===== config.mk =====
export PLATFORM = sky130hd
export DESIGN_NAME = tag_inserter
export DESIGN_NICKNAME = d
export VERILOG_FILES = /design/src/rtl/tagins_pkg.sv /design/src/rtl/tagins_tagsel.sv /design/src/rtl/tagins_fcnt.sv /design/src/rtl/tagins_ctrl.sv /design/src/rtl/tagins_oreg.sv /design/src/rtl/tag_inserter.sv
export SDC_FILE = /design/constraint.sdc
export NUM_CORES = 1
export LEC_CHECK = 0
export BUFFER_PORTS_ARGS = -buffer_cell sky130_fd_sc_hd__buf_2
export CAP_MARGIN = 30
export CORE_ASPECT_RATIO = 0.8
export CORE_UTILIZATION = 46
export DETAILED_ROUTE_END_ITERATION = 10
export PLACE_DENSITY_LB_ADDON = 0.1
export SETUP_SLACK_MARGIN = 0.4
export SYNTH_ARGS = -nofsm -noshare
export SYNTH_HDL_FRONTEND = slang
export SYNTH_HIERARCHICAL = 1
export SYNTH_SLANG_ARGS = --single-unit
export TNS_END_PERCENT = 10

===== constraint.sdc =====
create_clock -name clk -period 2.45 [get_ports clk]
set_input_delay 0.6125 -clock clk [delete_from_list [all_inputs] [get_ports clk]]
set_output_delay 0.6125 -clock clk [all_outputs]
set_load 0.005 [all_outputs]

===== src/rtl/tagins_pkg.sv =====
package tagins_pkg;
  typedef enum logic [1:0] {
    ST_PASS = 2'd0,
    ST_PRE  = 2'd1,
    ST_POST = 2'd2
  } tagins_state_e;
endpackage


===== src/rtl/tagins_tagsel.sv =====
// Picks one byte of a tag word, lane 0 being the most significant byte.
module tagins_tagsel #(
  parameter int TAG_BYTES = 4,
  parameter int IDX_W     = 2
) (
  input  logic [8*TAG_BYTES-1:0] tag,
  input  logic [IDX_W-1:0]       idx,
  output logic [7:0]             byte_o
);
  logic [7:0] lane [TAG_BYTES];

  for (genvar k = 0; k < TAG_BYTES; k++) begin : g_lane
    assign lane[k] = tag[8*(TAG_BYTES-1-k) +: 8];
  end

  always_comb begin
    byte_o = 8'h00;
    for (int k = 0; k < TAG_BYTES; k++) begin
      if (idx == IDX_W'(k)) byte_o = lane[k];
    end
  end
endmodule


===== src/rtl/tagins_fcnt.sv =====
// Counts accepted bytes of the current frame, saturating at SPLIT.
module tagins_fcnt #(
  parameter int SPLIT = 12
) (
  input  logic clk,
  input  logic rst,
  input  logic accept,
  input  logic in_sof,
  input  logic in_eof,
  output logic at_split
);
  localparam int CW = $clog2(SPLIT + 1);

  logic [CW-1:0] cnt;
  logic [CW-1:0] base;

  assign base     = in_sof ? '0 : cnt;
  assign at_split = (base == CW'(SPLIT - 1));

  always_ff @(posedge clk) begin
    if (rst) begin
      cnt <= '0;
    end else if (accept) begin
      if (in_eof)                  cnt <= '0;
      else if (base < CW'(SPLIT))  cnt <= base + 1'b1;
      else                         cnt <= base;
    end
  end
endmodule


===== src/rtl/tagins_ctrl.sv =====
module tagins_ctrl
  import tagins_pkg::*;
#(
  parameter int TAG_BYTES = 4,
  parameter int IDX_W     = 2
) (
  input  logic             clk,
  input  logic             rst,
  input  logic             load_ok,
  input  logic             in_valid,
  input  logic             in_sof,
  input  logic             in_eof,
  input  logic             pre_en,
  input  logic             post_en,
  input  logic             at_split,
  output logic             in_ready,
  output logic             accept,
  output logic [IDX_W-1:0] tag_idx,
  output tagins_state_e    state,
  output logic             emit_valid,
  output logic             emit_sof,
  output logic             emit_eof,
  output logic             emit_from_in
);
  logic pre_sent;
  logic start_pre;
  logic last_idx;

  assign start_pre = (state == ST_PASS) && in_valid && in_sof && pre_en && !pre_sent;
  assign in_ready  = load_ok && (state == ST_PASS) && !start_pre;
  assign accept    = in_valid && in_ready;
  assign last_idx  = (tag_idx == IDX_W'(TAG_BYTES - 1));

  always_comb begin
    emit_valid   = 1'b0;
    emit_sof     = 1'b0;
    emit_eof     = 1'b0;
    emit_from_in = 1'b1;
    case (state)
      ST_PRE: begin
        emit_valid   = 1'b1;
        emit_sof     = (tag_idx == '0);
        emit_from_in = 1'b0;
      end
      ST_POST: begin
        emit_valid   = 1'b1;
        emit_from_in = 1'b0;
      end
      default: begin
        emit_valid = accept;
        emit_sof   = in_sof && !pre_sent;
        emit_eof   = in_eof;
      end
    endcase
  end

  always_ff @(posedge clk) begin
    if (rst) begin
      state    <= ST_PASS;
      tag_idx  <= '0;
      pre_sent <= 1'b0;
    end else begin
      case (state)
        ST_PRE, ST_POST: begin
          if (load_ok) begin
            if (last_idx) begin
              tag_idx <= '0;
              state   <= ST_PASS;
              if (state == ST_PRE) pre_sent <= 1'b1;
            end else begin
              tag_idx <= tag_idx + 1'b1;
            end
          end
        end
        default: begin
          if (start_pre) begin
            state <= ST_PRE;
          end else if (accept) begin
            if (in_sof || in_eof) pre_sent <= 1'b0;
            if (!in_eof && at_split && post_en) state <= ST_POST;
          end
        end
      endcase
    end
  end
endmodule


===== src/rtl/tagins_oreg.sv =====
module tagins_oreg (
  input  logic       clk,
  input  logic       rst,
  input  logic       out_ready,
  input  logic       emit_valid,
  input  logic [7:0] emit_data,
  input  logic       emit_sof,
  input  logic       emit_eof,
  output logic       load_ok,
  output logic       out_valid,
  output logic [7:0] out_data,
  output logic       out_sof,
  output logic       out_eof
);
  assign load_ok = !out_valid || out_ready;

  always_ff @(posedge clk) begin
    if (rst) begin
      out_valid <= 1'b0;
      out_data  <= 8'h00;
      out_sof   <= 1'b0;
      out_eof   <= 1'b0;
    end else if (load_ok) begin
      out_valid <= emit_valid;
      out_data  <= emit_data;
      out_sof   <= emit_sof;
      out_eof   <= emit_eof;
    end
  end
endmodule


===== src/rtl/tag_inserter.sv =====
module tag_inserter
  import tagins_pkg::*;
#(
  parameter int TAG_BYTES  = 4,
  parameter int ADDR_BYTES = 6
) (
  input  logic                  clk,
  input  logic                  rst,
  input  logic                  pre_en,
  input  logic [8*TAG_BYTES-1:0] pre_tag,
  input  logic                  post_en,
  input  logic [8*TAG_BYTES-1:0] post_tag,
  input  logic                  in_valid,
  output logic                  in_ready,
  input  logic [7:0]            in_data,
  input  logic                  in_sof,
  input  logic                  in_eof,
  output logic                  out_valid,
  input  logic                  out_ready,
  output logic [7:0]            out_data,
  output logic                  out_sof,
  output logic                  out_eof
);
  localparam int SPLIT = 2 * ADDR_BYTES;
  localparam int IDX_W = (TAG_BYTES > 1) ? $clog2(TAG_BYTES) : 1;

  logic             load_ok;
  logic             accept;
  logic             at_split;
  logic [IDX_W-1:0] tag_idx;
  tagins_state_e    state;
  logic             emit_valid;
  logic             emit_sof;
  logic             emit_eof;
  logic             emit_from_in;
  logic [7:0]       pre_byte;
  logic [7:0]       post_byte;
  logic [7:0]       emit_data;

  tagins_fcnt #(.SPLIT(SPLIT)) u_fcnt (
    .clk(clk), .rst(rst), .accept(accept),
    .in_sof(in_sof), .in_eof(in_eof), .at_split(at_split)
  );

  tagins_ctrl #(.TAG_BYTES(TAG_BYTES), .IDX_W(IDX_W)) u_ctrl (
    .clk(clk), .rst(rst), .load_ok(load_ok),
    .in_valid(in_valid), .in_sof(in_sof), .in_eof(in_eof),
    .pre_en(pre_en), .post_en(post_en), .at_split(at_split),
    .in_ready(in_ready), .accept(accept), .tag_idx(tag_idx), .state(state),
    .emit_valid(emit_valid), .emit_sof(emit_sof), .emit_eof(emit_eof),
    .emit_from_in(emit_from_in)
  );

  tagins_tagsel #(.TAG_BYTES(TAG_BYTES), .IDX_W(IDX_W)) u_pre_sel (
    .tag(pre_tag), .idx(tag_idx), .byte_o(pre_byte)
  );

  tagins_tagsel #(.TAG_BYTES(TAG_BYTES), .IDX_W(IDX_W)) u_post_sel (
    .tag(post_tag), .idx(tag_idx), .byte_o(post_byte)
  );

  assign emit_data = emit_from_in ? in_data :
                     (state == ST_PRE) ? pre_byte : post_byte;

  tagins_oreg u_oreg (
    .clk(clk), .rst(rst), .out_ready(out_ready),
    .emit_valid(emit_valid), .emit_data(emit_data),
    .emit_sof(emit_sof), .emit_eof(emit_eof),
    .load_ok(load_ok), .out_valid(out_valid), .out_data(out_data),
    .out_sof(out_sof), .out_eof(out_eof)
  );
endmodule


==> metrics.cfg, run 1 <==
[floorplanning]
die_w_um = 73.11
boundaryPins = 92
std_cell_rows = 20
dieArea_um2 = 4305
die_h_um = 58.89
core-area_um2 = 3829
initial_core_util_pct = 48.59

[yosys]
ys_warn_count = 6
syn_area_um2 = 1861
postSynthCellCount = 179
synthArstFlopShare_pct = 0
synth_area_per_cell_um2 = 10.39
synth_ff_type = dfxtp_1
synth_area_leaders = dfxtp_1 22%, mux4_2 19%, nand4bb_1 11%
synth_edf_count = 0
synth_top_area_share_pct = 21.52
syn_nets = 264
yosysSeqAreaShare_pct = 21.52
yosysUniqueCellTypes = 43
yosysTopAreaCell = dfxtp_1
synth_seq_cells = 20

[timing]
setup_viol = 0
slew_viol_final = 0
hold_viol_final = 0
tightest_slew_ps = 646.1
relSlewSlack_pct = 56.88
skew_ps = 9.057
tns_ps = 0
rsz0062_at_grt = true
fmax_ghz = 0.4916
worst_slack_ps = 415.9
period_share_pct = 83.02
hold-worst-slack_ps = 483.8
finalCriticalPeriod_ps = 2034

[global_route]
antenna_found_initial = 0
grt_first_pass_wirelength_mm = 7.155
overflow = 0
grt_pass1_vias = 1572
grt_max_degree = 32
track_usage_pct = 22.09

[placement]
place_hpwl_mm = 3.582
numPortBuffers = 91
place_ws_ps = 154.1
gp_congestion = 0.8267

[detailed_routing]
ant_nets = 0
first_pass_iters = 4
via_per_inst = 5.380
drt_wl_total_mm = 4.508
wl_per_cell_um = 13.91
vias = 1743
drcViolationCount = 0
drt_iter0_drc = 69

[layout]
area_growth_syn_to_layout_pct = 29.52
final_net_count = 355
n_antenna_cell = 0
layout-drive-gt1-share_pct = 50.93
fillCellCount = 348

[worst_setup_path]
critPathRequiredTime_ps = 1840
slowest_delay_ps = 300
crit_family = buffers and inverters
crit_start = u_oreg/out_valid
r2r_slack_ps = 480
worstPathCellList = buf_4 -> nor2b_2 -> inv_1 -> nand2_1 -> a21oi_1 -> buf_2
end_kind = output pin
cpMaxStageDelayCell = dfxtp_1
critPathArrivalTime_ps = 1420
path_max_fanout = 12
crit_path_start_kind = flip-flop
regToRegStartpoint = u_oreg/out_valid
cp_num_buf_inv = 3
critPathKind = flip-flop to output pin

[run]
cap_violations = 0

[outcome]
status = finished, final reports clean

[clock_tree]
cts_tree = yes
cts_num_sinks = 20
path_clk_slew_ps = 70
cts_made_buffers = 3
root_buffer = clkbuf_8
h-tree-depth = 1
cts.path.max_buffers = 2
clk_latency_ps = 270
cts_setup_buffers = 0

[hold_path]
hold_path_class = flip-flop to flip-flop
hold_start = u_oreg/out_data[7]

[pwr]
peakVddDrop_uv = 205.5
cellLeakagePower_nw = 1.056
p_per_area_nw_per_um2 = 421.9

worst reg2reg max path, stage by stage (launching register included):
cell and delay (ps):
dfxtp_1 300, buf_4 160, nor2b_2 160, inv_1 200
nand3_1 230, or4b_4 560, a221oi_2 260
cells in the mapped netlist (2+ instances only):
cell,instances
a21oi_1,5
a41oi_1,2
and3b_1,2
buf_2,2
buf_6,7
clkbuf_1,2
clkbuf_2,2
dfxtp_1,20
ha_1,5
inv_1,15
mux4_2,16
nand2_1,14
nand2b_1,12
nand3_1,4
nand4bb_1,18
nor2_1,5
nor2b_1,3
nor3_1,3
nor4_1,2
o21ai_0,2
o21ai_1,10
o311ai_2,7
per-stage QoR:
| step | power (mW) | instances | area (um^2) | util (%) |
|---|---|---|---|---|
| after floorplan | 0.5747 | 179 | 1862 | - |
| after global placement | 0.6816 | 320 | 2331 | 60.88 |
| after detailed placement | 0.6848 | 320 | 2331 | 60.88 |
| after CTS | 1.024 | 324 | 2402 | 62.75 |
| after global routing | 1.071 | 324 | 2410 | 62.94 |
| final | 1.017 | 324 | 2410 | 62.94 |
per-layer routing:
metal  GRT usage [%]  vias to the layer above  share of wire (%)
met5               0                        -                  0
met4           7.563                        0                1.6
met3           3.767                        6                4.9
met2           35.85                       61                 45
met1           29.95                      808                 48
li1                -                      868                  -
flip-flops by register name, indices dropped and copies added, names as in the netlist:
signal,cells
u_oreg/out_sof,1
u_ctrl/pre_sent,1
u_fcnt/cnt,4
u_oreg/out_valid,1
u_ctrl/tag_idx,2
u_ctrl/state,2
u_oreg/out_data,8
u_oreg/out_eof,1
final timing paths:
check                       end  cells past startpoint
min          u_oreg/out_data[7]                      2
max reg2reg     u_ctrl/state[1]                      6
max                    in_ready                      6
min reg2reg  u_oreg/out_data[7]                      2
power by group:
| group | leakage (nW) | switching (mW) | internal (mW) | total (mW) |
|---|---|---|---|---|
| registers | 0.164 | 0.0107 | 0.348 | 0.358 |
| logic | 0.856 | 0.146 | 0.173 | 0.319 |
| clock network | 0.0357 | 0.121 | 0.218 | 0.339 |
| total | 1.06 | 0.278 | 0.739 | 1.02 |
cells by family after synthesis:
group | after synthesis | share of synthesized area, %
simple gates | 73 | 28.98
compound gates | 35 | 16.68
buf+inv | 29 | 9.549
flops | 20 | 21.52
mux | 17 | 19.91
fa+ha+maj | 5 | 3.362
cell type report:
class	instances	area, um^2	share of cell area [%]
sequential	20	400.4	16.61
inverter	15	56.30	2.336
clock buffer	3	41.29	1.713
multi-input combinational	130	1290	53.53
tap	55	68.82	2.856
timing repair buffer	100	523.0	21.70
clock inverter	1	30.03	1.246
cell usage in the layout (no fill, tap or decap), types with 2 or more instances in the layout:
cell and count:
nor3_1 3, and3b_1 2, a21oi_1 5, nand2_1 14, o311ai_2 7, a41oi_1 2
nor2b_2 2, o21ai_0 2, mux4_2 16, o21ai_1 10, nand4bb_1 18, buf_4 9
dfxtp_1 20, nor4_1 2, nand3_1 4, inv_1 15, nor2_1 4, clkbuf_8 3
nor2b_1 2, nand2b_1 12, ha_1 4, buf_2 91
repair_timing:
item / CTS / global route
gates resized for setup: 0 / 3
endpoints found under the setup margin: 0 / 5
hold buffers: 0 / 0
No activity file was read; power rests on OpenSTA's default activity.
==> run 2: changes to the inputs <==
Settings changed: CORE_UTILIZATION 46 to 42.
Clock period 2.45 ns to 1.68 ns, I/O delays scaled along.
==> metrics.cfg, run 2 (synthesis results as in run 1) <==
[clock_tree]
root_buffer = clkbuf_8  ; unchanged
cts_made_buffers = 3  ; unchanged
h-tree-depth = 1  ; unchanged
cts.path.max_buffers = 2  ; unchanged
cts_tree = yes  ; unchanged
clk_latency_ps = 250  ; was 270 ps
path_clk_slew_ps = 80  ; was 70 ps
cts_num_sinks = 20  ; unchanged

[global_route]
grt_pass1_vias = 1680  ; was 1572
overflow = 0  ; unchanged
grt_first_pass_wirelength_mm = 7.776  ; was 7.155 mm
grt_max_degree = 32  ; unchanged
track_usage_pct = 21.40  ; was 22.09%
antenna_found_initial = 0  ; unchanged

[detailed_routing]
first_pass_iters = 4  ; unchanged
routed-wl-met3_um = 272  ; was 222 um
route.met2.wl_mm = 2.473  ; was 2.044 mm
wl_met1_mm = 2.312  ; was 2.171 mm
wl_per_cell_um = 14.94  ; was 13.91 um
drcViolationCount = 0  ; unchanged
drt_iter0_drc = 58  ; was 69
ant_nets = 0  ; unchanged
via_per_inst = 5.331  ; was 5.380
vias = 1818  ; was 1743
top_layer = met4  ; unchanged
drt_wl_total_mm = 5.093  ; was 4.508 mm

[timing]
hold-worst-slack_ps = 486.1  ; was 483.8 ps
relSlewSlack_pct = 69.83  ; was 56.88%
rsz0062_at_grt = true  ; unchanged
finalCriticalPeriod_ps = 1792
worst_slack_ps = -111.6  ; was 415.9 ps
fmax_ghz = 0.5582
skew_ps = 8.259  ; was 9.057 ps
hold_viol_final = 0  ; unchanged
setup_viol = 1  ; was 0
period_share_pct = 106.6
tns_ps = -111.6  ; was 0 ps
tightest_slew_ps = 452.5  ; was 646.1 ps
slew_viol_final = 0  ; unchanged

[placement]
numPortBuffers = 91  ; unchanged
place_hpwl_mm = 3.816  ; was 3.582 mm
gp_congestion = 0.8169  ; was 0.8267
place_ws_ps = -303.0  ; was 154.1 ps

[layout]
top_register = u_oreg/out_data  ; unchanged
multi_input_area_um2 = 1418  ; was 1290 um^2
n_antenna_cell = 0  ; unchanged
layout-drive-gt1-share_pct = 61.97  ; was 50.93%
final_common_cell = buf_2  ; unchanged
layout_common_cells = 90 x buf_2, 18 x nand4bb_1, 16 x mux4_2  ; was 91 x buf_2, 20 x dfxtp_1, 18 x nand4bb_1
largest_reg_flops = 8  ; unchanged
seq_area_um2 = 412.9  ; was 400.4 um^2
finish.utilization_pct = 65.48  ; was 62.94%
top_regs = u_oreg/out_data (8), u_fcnt/cnt (4)  ; unchanged
final_net_count = 370  ; was 355
area_growth_syn_to_layout_pct = 47.95  ; was 29.52%
fillCellCount = 360  ; was 348

[worst_setup_path]
slowest_delay_ps = 490  ; was 300 ps
worstPathCellList = buf_2 -> and2b_1 -> ha_4 -> and4bb_2 -> nand2_2 -> or4b_4 -> a221oi_2  ; was buf_4 -> nor2b_2 -> inv_1 -> nand2_1 -> a21oi_1 -> buf_2
end_kind = flip-flop  ; was output pin
cp_num_buf_inv = 1  ; was 3
crit_path_start_kind = input port  ; was flip-flop
critPathRequiredTime_ps = 1850  ; was 1840 ps
cpMaxStageDelayCell = or4b_4  ; was dfxtp_1
path_max_fanout = 4  ; was 12
critPathKind = input port to flip-flop  ; was flip-flop to output pin
crit_family = simple AND/OR/NAND/NOR gates  ; was buffers and inverters
critPathArrivalTime_ps = 1960  ; was 1420 ps

[pwr]
power_mw = 1.584  ; was 1.017 mW
cellLeakagePower_nw = 1.182  ; was 1.056 nW
p_per_area_nw_per_um2 = 575.6  ; was 421.9 nW/um^2
peakVddDrop_uv = 337.6  ; was 205.5 uV

[outcome]
status = finished, violations left  ; was finished, final reports clean
violations = setup timing

[floorplanning]
std_cell_rows = 21  ; was 20
dieArea_um2 = 4702  ; was 4305 um^2
boundaryPins = 92  ; unchanged
initial_core_util_pct = 44.26  ; was 48.59%
die_h_um = 61.53  ; was 58.89 um
die_w_um = 76.42  ; was 73.11 um
core-area_um2 = 4204  ; was 3829 um^2

[hold_path]
hold_path_class = flip-flop to flip-flop  ; unchanged

[run]
cap_violations = 0  ; unchanged

run 2: cell types whose count changed in the layout (fill, tap and decap cells not counted), sizes merged:
cell    before  now
buf        100  113
clkbuf       3    5
run 2: cell type report:
class | instances | area share [%]
clock buffers | 3 | 1.500
inverters | 15 | 2.318
repair buffers | 115 | 26.00
flip-flops and latches | 20 | 15.00
multi-input cells | 130 | 51.50
well taps | 57 | 2.591
clock inverters | 1 | 1.091
run 2: final timing paths:
path / slack (ps) / cells after the start / end / startpoint
worst max-delay path: -110 / 7 / u_ctrl/state[1] / in_sof
worst min-delay path: 490 / 2 / u_oreg/out_eof / u_oreg/out_eof
worst max register to register: -80 / 6 / u_ctrl/state[1] / u_fcnt/cnt[1]
worst min register to register: 490 / 2 / u_oreg/out_eof / u_oreg/out_eof
run 2: layer usage:
layer  vias to the layer above  GRT usage [%]
met5                         -              0
met4                         0          4.945
met3                         2          2.815
met2                        66          38.10
met1                       849          28.43
li1                        901              -
run 2: repair_timing:
action                                  4_1_cts  5_1_grt
cloned                                        0        2
hold buffers                                  0        0
setup buffers                                 0        1
pin swaps                                    23       29
endpoints found under the setup margin       17       20
gates resized for setup                      20       23
run 2: worst reg2reg max path: cells and delay by family (launching register included):
family	cells	cell delay, ps
flip-flops	1	340
adder cells (fa/ha/maj)	1	150
AO/OA/AOI/OAI	1	260
AND/OR/NAND/NOR	4	940
run 2: metrics by stage:
step | instance area [um^2] | cells
final | 2753 | 341
after global routing | 2753 | 341
after CTS | 2586 | 338
after detailed placement | 2459 | 334
after global placement | 2459 | 334
after floorplan | 1893 | 179
run 2: where the power goes:
| group | switching [mW] | leakage (nW) | total [mW] | internal, mW |
|---|---|---|---|---|
| clock | 0.160 | 0.0357 | 0.478 | 0.317 |
| sequential | 0.0209 | 0.167 | 0.529 | 0.508 |
| combinational | 0.251 | 0.978 | 0.578 | 0.327 |
| total | 0.432 | 1.18 | 1.58 | 1.15 |
